File: src/rtl/dma_pack_pkg.sv
package dma_pack_pkg;
  localparam int unsigned BUS_BYTES = 4;
  localparam int unsigned BUS_W     = BUS_BYTES * 8;

  typedef enum logic [1:0] {ST_IDLE = 2'd0, ST_RD = 2'd1, ST_WR = 2'd2} seq_state_e;

  function automatic logic [BUS_BYTES-1:0] lane_mask(input logic [1:0] lg);
    case (lg)
      2'd0:    lane_mask = 4'b0001;
      2'd1:    lane_mask = 4'b0011;
      default: lane_mask = 4'b1111;
    endcase
  endfunction

  function automatic logic [BUS_W-1:0] bit_mask(input logic [1:0] lg);
    case (lg)
      2'd0:    bit_mask = 32'h0000_00FF;
      2'd1:    bit_mask = 32'h0000_FFFF;
      default: bit_mask = 32'hFFFF_FFFF;
    endcase
  endfunction
endpackage

File: src/rtl/dma_ptr.sv
module dma_ptr #(
  parameter int AW = 32
) (
  input  logic          clk,
  input  logic          rst_n,
  input  logic          load,
  input  logic [AW-1:0] base,
  input  logic          adv,
  input  logic [2:0]    step,
  output logic [AW-1:0] addr
);
  always_ff @(posedge clk or negedge rst_n) begin
    if (!rst_n)    addr <= '0;
    else if (load) addr <= base;
    else if (adv)  addr <= addr + AW'(step);
  end
endmodule

File: src/rtl/dma_lane_pack.sv
module dma_lane_pack
  import dma_pack_pkg::*;
(
  input  logic             clk,
  input  logic             rst_n,
  input  logic             put,
  input  logic [1:0]       put_off,
  input  logic [1:0]       put_lg,
  input  logic [BUS_W-1:0] put_item,
  input  logic [1:0]       get_off,
  input  logic [1:0]       get_lg,
  output logic [BUS_W-1:0] get_item
);
  logic [BUS_W-1:0]     word_q;
  logic [BUS_W-1:0]     item_sh;
  logic [BUS_BYTES-1:0] put_lanes;

  assign item_sh   = put_item << {put_off, 3'b000};
  assign put_lanes = lane_mask(put_lg) << put_off;

  always_ff @(posedge clk or negedge rst_n) begin
    if (!rst_n) word_q <= '0;
    else if (put) begin
      for (int b = 0; b < BUS_BYTES; b++)
        if (put_lanes[b]) word_q[b*8 +: 8] <= item_sh[b*8 +: 8];
    end
  end

  assign get_item = (word_q >> {get_off, 3'b000}) & bit_mask(get_lg);
endmodule

File: src/rtl/dma_pack_seq.sv
module dma_pack_seq
  import dma_pack_pkg::*;
#(
  parameter int CW = 16
) (
  input  logic          clk,
  input  logic          rst_n,
  input  logic          start,
  input  logic [1:0]    per_size,
  input  logic [1:0]    mem_size,
  input  logic [CW-1:0] item_count,
  input  logic          dir,
  input  logic          per_stride4,
  input  logic          rd_fire,
  input  logic          wr_fire,
  output logic          accept,
  output logic          busy,
  output logic          done,
  output logic          cfg_err,
  output logic          rd_act,
  output logic          wr_act,
  output logic [1:0]    off,
  output logic [1:0]    rd_lg,
  output logic [1:0]    wr_lg,
  output logic [1:0]    psz_q,
  output logic          dir_q,
  output logic          stride4_q
);
  seq_state_e    st_q;
  logic [2:0]    off_q;
  logic [CW-1:0] cnt_q, cnt_wr_n;
  logic [1:0]    msz_q, chunk_lg;
  logic [2:0]    ratio_mask, off_rd_n, off_wr_n, chunk_bytes;
  logic          cfg_bad, rd_last, wr_last;

  assign ratio_mask = (per_size < mem_size) ? 3'((32'd1 << (mem_size - per_size)) - 32'd1) : 3'd0;
  assign cfg_bad    = (per_size == 2'd3) || (mem_size == 2'd3) || (item_count == '0) ||
                      ((item_count & CW'(ratio_mask)) != '0);
  assign accept     = (st_q == ST_IDLE) && start && !cfg_bad;

  assign chunk_lg    = (psz_q > msz_q) ? psz_q : msz_q;
  assign chunk_bytes = 3'(32'd1 << chunk_lg);
  assign rd_lg       = dir_q ? msz_q : psz_q;
  assign wr_lg       = dir_q ? psz_q : msz_q;
  assign off_rd_n    = off_q + 3'(32'd1 << rd_lg);
  assign off_wr_n    = off_q + 3'(32'd1 << wr_lg);
  assign rd_last     = (off_rd_n == chunk_bytes);
  assign wr_last     = (off_wr_n == chunk_bytes);
  assign cnt_wr_n    = dir_q ? cnt_q - CW'(1) : cnt_q;

  always_ff @(posedge clk or negedge rst_n) begin
    if (!rst_n) begin
      st_q <= ST_IDLE; off_q <= '0; cnt_q <= '0; done <= 1'b0; cfg_err <= 1'b0;
      psz_q <= '0; msz_q <= '0; dir_q <= 1'b0; stride4_q <= 1'b0;
    end else begin
      done    <= 1'b0;
      cfg_err <= 1'b0;
      case (st_q)
        ST_IDLE: if (start) begin
          if (cfg_bad) cfg_err <= 1'b1;
          else begin
            psz_q <= per_size; msz_q <= mem_size; dir_q <= dir; stride4_q <= per_stride4;
            cnt_q <= item_count; off_q <= '0; st_q <= ST_RD;
          end
        end
        ST_RD: if (rd_fire) begin
          if (!dir_q) cnt_q <= cnt_q - CW'(1);
          if (rd_last) begin off_q <= '0; st_q <= ST_WR; end
          else off_q <= off_rd_n;
        end
        ST_WR: if (wr_fire) begin
          cnt_q <= cnt_wr_n;
          if (wr_last) begin
            off_q <= '0;
            if (cnt_wr_n == '0) begin st_q <= ST_IDLE; done <= 1'b1; end
            else st_q <= ST_RD;
          end else off_q <= off_wr_n;
        end
        default: st_q <= ST_IDLE;
      endcase
    end
  end

  assign busy   = (st_q != ST_IDLE);
  assign rd_act = (st_q == ST_RD);
  assign wr_act = (st_q == ST_WR);
  assign off    = off_q[1:0];
endmodule

File: src/rtl/dma_width_packer.sv
module dma_width_packer
  import dma_pack_pkg::*;
#(
  parameter int AW = 32,
  parameter int CW = 16
) (
  input  logic          clk,
  input  logic          rst_n,
  input  logic          start,
  input  logic          dir,
  input  logic          per_stride4,
  input  logic [1:0]    per_size,
  input  logic [1:0]    mem_size,
  input  logic [CW-1:0] item_count,
  input  logic [AW-1:0] per_base,
  input  logic [AW-1:0] mem_base,
  output logic          rd_valid,
  input  logic          rd_ready,
  output logic [AW-1:0] rd_addr,
  output logic          rd_is_mem,
  output logic [1:0]    rd_size,
  input  logic [31:0]   rd_data,
  output logic          wr_valid,
  input  logic          wr_ready,
  output logic [AW-1:0] wr_addr,
  output logic          wr_is_mem,
  output logic [1:0]    wr_size,
  output logic [31:0]   wr_data,
  output logic [3:0]    wr_strb,
  output logic          busy,
  output logic          done,
  output logic          cfg_err
);
  logic          accept, rd_act, wr_act, rd_fire, wr_fire, dir_q, stride4_q;
  logic [1:0]    off, rd_lg, wr_lg, psz_q, mem_lane;
  logic [AW-1:0] per_addr, mem_addr;
  logic [2:0]    per_step, mem_step;
  logic [BUS_W-1:0] rd_item, slice;

  dma_pack_seq #(.CW(CW)) u_seq (
    .clk, .rst_n, .start, .per_size, .mem_size, .item_count, .dir, .per_stride4,
    .rd_fire, .wr_fire, .accept, .busy, .done, .cfg_err, .rd_act, .wr_act,
    .off, .rd_lg, .wr_lg, .psz_q, .dir_q, .stride4_q
  );

  assign rd_valid = rd_act;
  assign wr_valid = wr_act;
  assign rd_fire  = rd_valid && rd_ready;
  assign wr_fire  = wr_valid && wr_ready;

  assign per_step = stride4_q ? 3'd4 : 3'(32'd1 << psz_q);
  assign mem_step = 3'(32'd1 << (dir_q ? rd_lg : wr_lg));

  dma_ptr #(.AW(AW)) u_per_ptr (
    .clk, .rst_n, .load(accept), .base(per_base),
    .adv(dir_q ? wr_fire : rd_fire), .step(per_step), .addr(per_addr)
  );
  dma_ptr #(.AW(AW)) u_mem_ptr (
    .clk, .rst_n, .load(accept), .base(mem_base),
    .adv(dir_q ? rd_fire : wr_fire), .step(mem_step), .addr(mem_addr)
  );

  assign mem_lane = mem_addr[1:0];
  assign rd_item  = dir_q ? (rd_data >> {mem_lane, 3'b000}) : rd_data;

  dma_lane_pack u_pack (
    .clk, .rst_n, .put(rd_fire), .put_off(off), .put_lg(rd_lg), .put_item(rd_item),
    .get_off(off), .get_lg(wr_lg), .get_item(slice)
  );

  assign rd_addr   = dir_q ? mem_addr : per_addr;
  assign wr_addr   = dir_q ? per_addr : mem_addr;
  assign rd_is_mem = dir_q;
  assign wr_is_mem = !dir_q;
  assign rd_size   = rd_lg;
  assign wr_size   = wr_lg;
  assign wr_data   = dir_q ? slice : (slice << {mem_lane, 3'b000});
  assign wr_strb   = dir_q ? lane_mask(wr_lg) : 4'(lane_mask(wr_lg) << mem_lane);
endmodule

File: config.mk
export PLATFORM = sky130hd
export DESIGN_NAME = dma_width_packer
export DESIGN_NICKNAME = d
export VERILOG_FILES = /design/src/rtl/dma_pack_pkg.sv /design/src/rtl/dma_ptr.sv /design/src/rtl/dma_lane_pack.sv /design/src/rtl/dma_pack_seq.sv /design/src/rtl/dma_width_packer.sv
export SDC_FILE = /design/constraint.sdc
export NUM_CORES = 1
export LEC_CHECK = 0
export ABC_AREA = 1
export BUFFER_PORTS_ARGS = -buffer_cell sky130_fd_sc_hd__clkbuf_2
export CORE_MARGIN = 2
export CORE_UTILIZATION = 35
export CTS_BUF_LIST = sky130_fd_sc_hd__clkbuf_2 sky130_fd_sc_hd__clkbuf_4 sky130_fd_sc_hd__clkbuf_8
export CTS_CLUSTER_SIZE = 30
export DETAILED_ROUTE_END_ITERATION = 8
export SLEW_MARGIN = 40
export SYNTH_ARGS = -nofsm -noshare
export SYNTH_HDL_FRONTEND = slang
export SYNTH_SLANG_ARGS = --single-unit
File: constraint.sdc
create_clock -name clk -period 3 [get_ports clk]
set_clock_uncertainty 0.2 [all_clocks]
set_input_delay 0.3 -clock clk [delete_from_list [all_inputs] [get_ports clk]]
set_output_delay 0.3 -clock clk [all_outputs]
set_load 0.05 [all_outputs]
==> results of run 1 <==
-- logic make-up (layout without fill, tap and decap cells) --
group / Yosys count / count (layout) / share of synthesized area [%]
compound gates: 422 / 422 / 21.7
xor+xnor: 32 / 32 / 2.51
fa+ha+maj: 24 / 24 / 3.03
buf+inv: 294 / 650 / 10.5
flops: 125 / 125 / 28.0
simple gates: 885 / 885 / 34.3
-- timing repair --
| action | CTS | global route |
|---|---|---|
| endpoints found under the hold margin | 152 | 0 |
| buffers inserted | 5 | 21 |
| gates cloned | 0 | 1 |
| pin swaps | 0 | 17 |
| resized for setup | 19 | 78 |
| hold buffers | 85 | 0 |
| endpoints found under the setup margin | 24 | 39 |
-- routing by layer --
metal,vias up,share of wire [%]
met1,6455,43
met5,-,0
li1,6610,-
met2,667,46
met4,0,4.2
met3,117,6.9
-- sequential cells by signal (all words and copies together), names as in the netlist --
name and cells:
u_mem_ptr.addr 32, u_pack.word_q 32, u_per_ptr.addr 32, u_seq.cfg_err 1
u_seq.cnt_q 16, u_seq.dir_q 1, u_seq.done 1, u_seq.msz_q 2
u_seq.off_q 3, u_seq.psz_q 2, u_seq.st_q 2, u_seq.stride4_q 1
-- per-stage QoR --
stage                     hold slack (ns)  setup WS (ns)  TNS, ns
after floorplan                    -0.196        -0.0527   -0.202
after global placement              0.179         0.0955        0
after detailed placement            0.183         0.0369        0
after CTS                         0.00136        0.00229        0
after global routing               0.0363         -0.174   -0.866
final                              0.0105         0.0387        0
-- final timing paths --
kind,start,slack [ns],end
worst max-delay path,u_seq.dir_q$_DFFE_PN0P_,0.04,wr_data[31]
worst min-delay path,rd_data[1],0.01,u_pack.word_q[1]$_DFFE_PN0P_
worst max register to register,u_seq.dir_q$_DFFE_PN0P_,0.05,u_seq.off_q[0]$_DFFE_PN0P_
worst min register to register,u_pack.word_q[4]$_DFFE_PN0P_,0.30,u_pack.word_q[4]$_DFFE_PN0P_
max in group asynchronous,rst_n,1.61,u_per_ptr.addr[7]$_DFFE_PN0P_
min in group asynchronous,rst_n,0.21,u_pack.word_q[5]$_DFFE_PN0P_
-- worst min-delay path: cells and delay by family --
family          cells  cell delay, ns
buf+inv             1            0.08
compound gates      2            0.27
-- area by class of cell --
type                       count  area share, %
clock buffer                  17           1.57
timing repair buffer         406           19.8
multi-input combinational   1363           47.3
tap                          402           3.38
clock inverter                15           1.34
sequential                   125           21.0
inverter                     212           5.57
-- cell usage in the layout (no fill, tap or decap), drive strengths merged --
cell,instances
nand2,509
o21ai,262
clkbuf,229
inv,212
nor2,157
nand3,141
dfrtp,125
buf,109
dlygate4sd3,85
a21oi,65
nand4,33
o211ai,29
xor2,29
o221ai,24
nor3,22
ha,19
o22ai,12
a31oi,12
a22oi,11
nor4,9
or2,8
clkinv,7
clkinvlp,5
fa,5
nand3b,4
xnor2,3
bufinv,3
o21bai,2
a21o,2
nor3b,2
o31ai,1
a211oi,1
o311ai,1
==> flow_metrics.env, run 1 <==
export IMPL_floorplan_core_area_mm2=0.0315
export IMPL_final_layout_size_suffix_gt1_share_pct=21.7
export IMPL_synthesis_area_mm2=0.0112
export IMPL_syn_nets=1929
export IMPL_timing_final_hold_violations=0
export IMPL_hold_depth=3
export IMPL_routed_via_count=13849
export IMPL_post_synth_cell_area_avg_um2=6.27
export IMPL_crit_path_start_kind="flop"
export IMPL_track_usage_pct=27.0
export IMPL_crit_arrival_ns=2.46
export IMPL_synth_area_leader_cell="dfrtp_1"
export IMPL_stdcell_area_mm2=0.0149
export IMPL_synth_enable_flop_cells=0
export IMPL_crit_cells=8
export IMPL_area_sequential_mm2=0.00314
export IMPL_clock_tree_buffer_depth=2
export IMPL_place_detailed_instances=2396
export IMPL_grt_start_max_net_pins=105
export IMPL_number_of_diodes_added_for_antenna_fixing=0
export IMPL_setup_viol_count_final=0
export IMPL_distinct_cell_type_count_of_the_synthesized_netlist=47
export IMPL_wirelength_mm=45.6
export IMPL_htree_num_levels=4
export IMPL_clock_tree_root_cell="clkbuf_8"
export IMPL_worstPathRequired_ns=2.50
export IMPL_synth_top_cells_by_count="nand2_1 (497), o21ai_0 (242), inv_1 (200)"
export IMPL_die_area_mm2=0.0333
export IMPL_report_final_slew_viol_count=0
export IMPL_synth_largest_type_area_fraction_pct=28.0
export IMPL_worstSetupPathType="flop to output port"
export IMPL_tightest_slew_ns=0.762
export IMPL_reg2reg_depth=25
export IMPL_starting_density_pct=35.5
export IMPL_worst_path_most_repeated_cell="buf_4"
export IMPL_synthMostInstantiatedCell="nand2_1"
export IMPL_synth_sequential_area_ratio_pct=28.0
export IMPL_drc_errors=0
export IMPL_chipWidth_um=183
export IMPL_final_antenna_net_count=0
export IMPL_setup_worst_path_end_class="output port"
export IMPL_critical_path_cell_chain="buf_4, o21ai_4, inv_1, nor2_4, buf_4, nand2_1, o221ai_1, buf_4"
export IMPL_cpMaxStageDelayCell="dfrtp_4"
export IMPL_post_synth_inst_count=1782
export IMPL_detailed_place_hpwl_mm=34.0
export IMPL_status="finished clean"
export IMPL_timing_critical_path_slowest_cell_delay_ns=0.52
export IMPL_fill_cells=3234
export IMPL_grt_ovfl_total=0
export IMPL_grt_setup_unrepaired="true"
export IMPL_met1_usage_pct=35.7
export IMPL_ioPinCount=234
export IMPL_fp_row_count=65
export IMPL_via_per_inst=5.45
export IMPL_fp_dieH_um=183
export IMPL_multi_input_area_mm2=0.00705
export IMPL_port_buffers=233
export IMPL_maxCapViolations=0
export IMPL_nNetsFinal=2272
export IMPL_final_cell_count_no_fill=2540
export IMPL_globalplace_congestion=0.953
export IMPL_clock_insertion_delay_worst_skew_ns=0.49
export IMPL_cts_buffers_inserted=17
export IMPL_grt_pass1_wl_mm=70.7
export IMPL_cts_clk_slew_worst_paths_ns=0.09
export IMPL_maximum_clock_frequency_mhz=338
export IMPL_dr_pass1_iters=6
export IMPL_critical_path_buf_inv_count=4
export IMPL_final_min_clock_period_ns=2.96
export IMPL_grt_busiest_layer="met2"
export IMPL_grt_util_met2_pct=43.9
export IMPL_worst_hold_path_type="input pin to flop"
export IMPL_yosys_most_used_dff="dfrtp_1"
export IMPL_yosysWarnings=0
export IMPL_netlist_top_cells_area="dfrtp_1 (28%), nand2_1 (17%), o21ai_0 (11%), inv_1 (6.7%), nand3_1 (6.1%)"
export IMPL_initial_antenna_violation_count=0
export IMPL_utilization_pct=47.3
export IMPL_grt_pass1_vias=13151
export IMPL_worst_slew_margin_rel_pct=49.2
export IMPL_critical_path_top_delay_family="buffers and inverters"
export IMPL_clock_sink_count=125
export IMPL_areaGrowthSynthToFinish_pct=33.5
export IMPL_tritoncts_clock_tree="built"
export IMPL_drt_wirelength_per_cell_um=18.0
export IMPL_grtUsageMet3_pct=3.95
export IMPL_path_max_fanout=7
export IMPL_detailedRoute_firstIterationViolations=1309
export IMPL_synthArstFlopShare_pct=100
export IMPL_synth_seq_cells=125
export IMPL_final_clock_period_utilization_by_the_worst_path_pct=98.7
export IMPL_placed_area_mm2=0.0132
Power of run 1 is left out: the tool's default activity adds up to more than one toggle a clock period on the data nets, which glitch-free logic cannot reach.
==> inputs of run 2 (changes only) <==
==> constraint.sdc (replaced) <==
create_clock -name clk -period 3 [get_ports clk]
set_clock_uncertainty 0.2 [all_clocks]
set_input_delay 0.75 -clock clk [delete_from_list [all_inputs] [get_ports clk]]
set_output_delay 0.75 -clock clk [all_outputs]
set_load 0.05 [all_outputs]
==> run 2 against run 1 <==
The flow now finishes with violations (setup timing); cell count fell by 0.71%; non-clock buffer count is 19 lower; flip-flop and latch count did not move; die area did not move; critical path type unchanged; largest cell class unchanged; setup slack got worse by 0.30 ns; via count is 0.37% lower.
==> flow_metrics.env, run 2 (same netlist as run 1, synthesis figures left out) <==
export IMPL_maximum_clock_frequency_mhz=307
export IMPL_final_cell_mix="nand2_1 (462), inv_1 (186), o21ai_0 (146)"
export IMPL_grt_start_max_net_pins=73
export IMPL_worst_slew_margin_rel_pct=52.4
export IMPL_maxCapViolations=0
export IMPL_number_of_diodes_added_for_antenna_fixing=0
export IMPL_clock_sink_count=125
export IMPL_fp_row_count=65
export IMPL_report_final_slew_viol_count=0
export IMPL_via_per_inst=5.47
export IMPL_setup_viol_count_final=30
export IMPL_grt_pass1_vias=12930
export IMPL_fp_dieH_um=183
export IMPL_drc_errors=0
export IMPL_worstSetupPathType="flop to output port"
export IMPL_crit_arrival_ns=2.31
export IMPL_floorplan_core_area_mm2=0.0315
export IMPL_grt_setup_unrepaired="true"
export IMPL_final_clock_period_utilization_by_the_worst_path_pct=109
export IMPL_timing_final_hold_violations=0
export IMPL_worstPathRequired_ns=2.05
export IMPL_status="finished, violations left"
export IMPL_timing_setup_tns_ns=-4.82
export IMPL_clock_insertion_delay_worst_skew_ns=0.47
export IMPL_ioPinCount=234
export IMPL_final_antenna_net_count=0
export IMPL_worst_hold_path_type="input pin to flop"
export IMPL_detailedRoute_firstIterationViolations=1211
export IMPL_routed_via_count=13798
export IMPL_failed_checks="setup timing"
export IMPL_path_max_fanout=6
export IMPL_htree_num_levels=4
export IMPL_setup_ws_ns=-0.262
export IMPL_dr_pass1_iters=7
export IMPL_tightest_slew_ns=0.707
export IMPL_areaGrowthSynthToFinish_pct=43.6
export IMPL_fill_cells=3100
export IMPL_drt_wirelength_per_cell_um=18.2
export IMPL_final_layout_size_suffix_gt1_share_pct=29.9
export IMPL_most_frequent_standard_cell_in_the_layout_excluding_fill_and_tap_cells="nand2_1"
export IMPL_setup_worst_path_end_class="output port"
export IMPL_detailed_place_hpwl_mm=34.8
export IMPL_clock_tree_buffer_depth=2
export IMPL_die_area_mm2=0.0333
export IMPL_nNetsFinal=2254
export IMPL_multi_input_area_mm2=0.00772
export IMPL_chipWidth_um=183
export IMPL_cts_buffers_inserted=17
export IMPL_port_buffers=233
export IMPL_starting_density_pct=35.5
export IMPL_initial_antenna_violation_count=0
export IMPL_grt_pass1_wl_mm=70.1
export IMPL_globalplace_congestion=0.997
export IMPL_track_usage_pct=26.7
export IMPL_reg_top3="u_mem_ptr.addr: 32 flops, u_pack.word_q: 32 flops, u_per_ptr.addr: 32 flops"
export IMPL_clock_tree_root_cell="clkbuf_8"
export IMPL_final_min_clock_period_ns=3.26
export IMPL_wirelength_mm=45.8
export IMPL_area_sequential_mm2=0.00314
export IMPL_tritoncts_clock_tree="built"
export IMPL_cts_clk_slew_worst_paths_ns=0.08
export IMPL_grt_ovfl_total=0
export IMPL_crit_path_start_kind="flop"
[run 2: metal layers]
layer  routed length (um)  vias up  GRT usage [%]
met4                 1720        0           10.6
met3                 3180      115           4.07
met1                20200     6459           36.8
met2                20700      632           42.1
li1                     -     6592              -
met5                    0        -              0
[run 2: area by class of cell]
cell class,count,area share (%)
multi-input combinational,1364,48.2
inverter,212,5.11
clock inverter,14,1.15
sequential,125,19.6
clock buffer,18,1.51
tap,402,3.14
timing repair buffer,387,21.3
[run 2: timing repair]
item | CTS | global route
hold buffers | 1 | 0
endpoints found under the hold margin | 3 | 0
setup endpoints to repair | 84 | 103
resized for setup | 155 | 283
setup buffers | 20 | 16
cloned | 3 | 8
pin swaps | 12 | 35
[run 2: worst max-delay path, stage by stage (launching register included)]
cell and delay, ns:
dfrtp_4 0.54, o21ai_4 0.23, buf_6 0.14, inv_4 0.04, nor2_4 0.13, nand2_4 0.09, buf_6 0.14, o211ai_1 0.30
clkbuf_8 0.26
[run 2: path summary, 6_finish.rpt]
path,slack [ns],depth (start not counted),from,end
min reg2reg,0.29,2,u_pack.word_q[2]$_DFFE_PN0P_,u_pack.word_q[2]$_DFFE_PN0P_
max,-0.26,8,u_seq.dir_q$_DFFE_PN0P_,wr_data[27]
max reg2reg,-0.02,25,u_seq.dir_q$_DFFE_PN0P_,u_seq.off_q[1]$_DFFE_PN0P_
min,0.29,3,per_stride4,u_seq.stride4_q$_DFFE_PN0P_
min in group asynchronous,0.53,2,rst_n,u_seq.cnt_q[14]$_DFFE_PN0P_
max in group asynchronous,1.31,3,rst_n,u_per_ptr.addr[23]$_DFFE_PN0P_
[run 2: through the flow]
| step | hold slack [ns] | utilization [%] | instances | cell area [um^2] | worst slack [ns] |
|---|---|---|---|---|---|
| 2_1_floorplan | 0.253 | - | 1782 | 11500 | -0.297 |
| 3_3_place_gp | 0.266 | 44.3 | 2445 | 14000 | -0.0261 |
| 3_5_place_dp | 0.274 | 44.3 | 2445 | 14000 | -0.0846 |
| 4_1_cts | 0.277 | 48.1 | 2501 | 15100 | -0.235 |
| 5_1_grt | 0.298 | 50.9 | 2522 | 16000 | -0.344 |
| 6_report | 0.293 | 50.9 | 2522 | 16000 | -0.262 |
Power of run 2 is left out for the same reason.
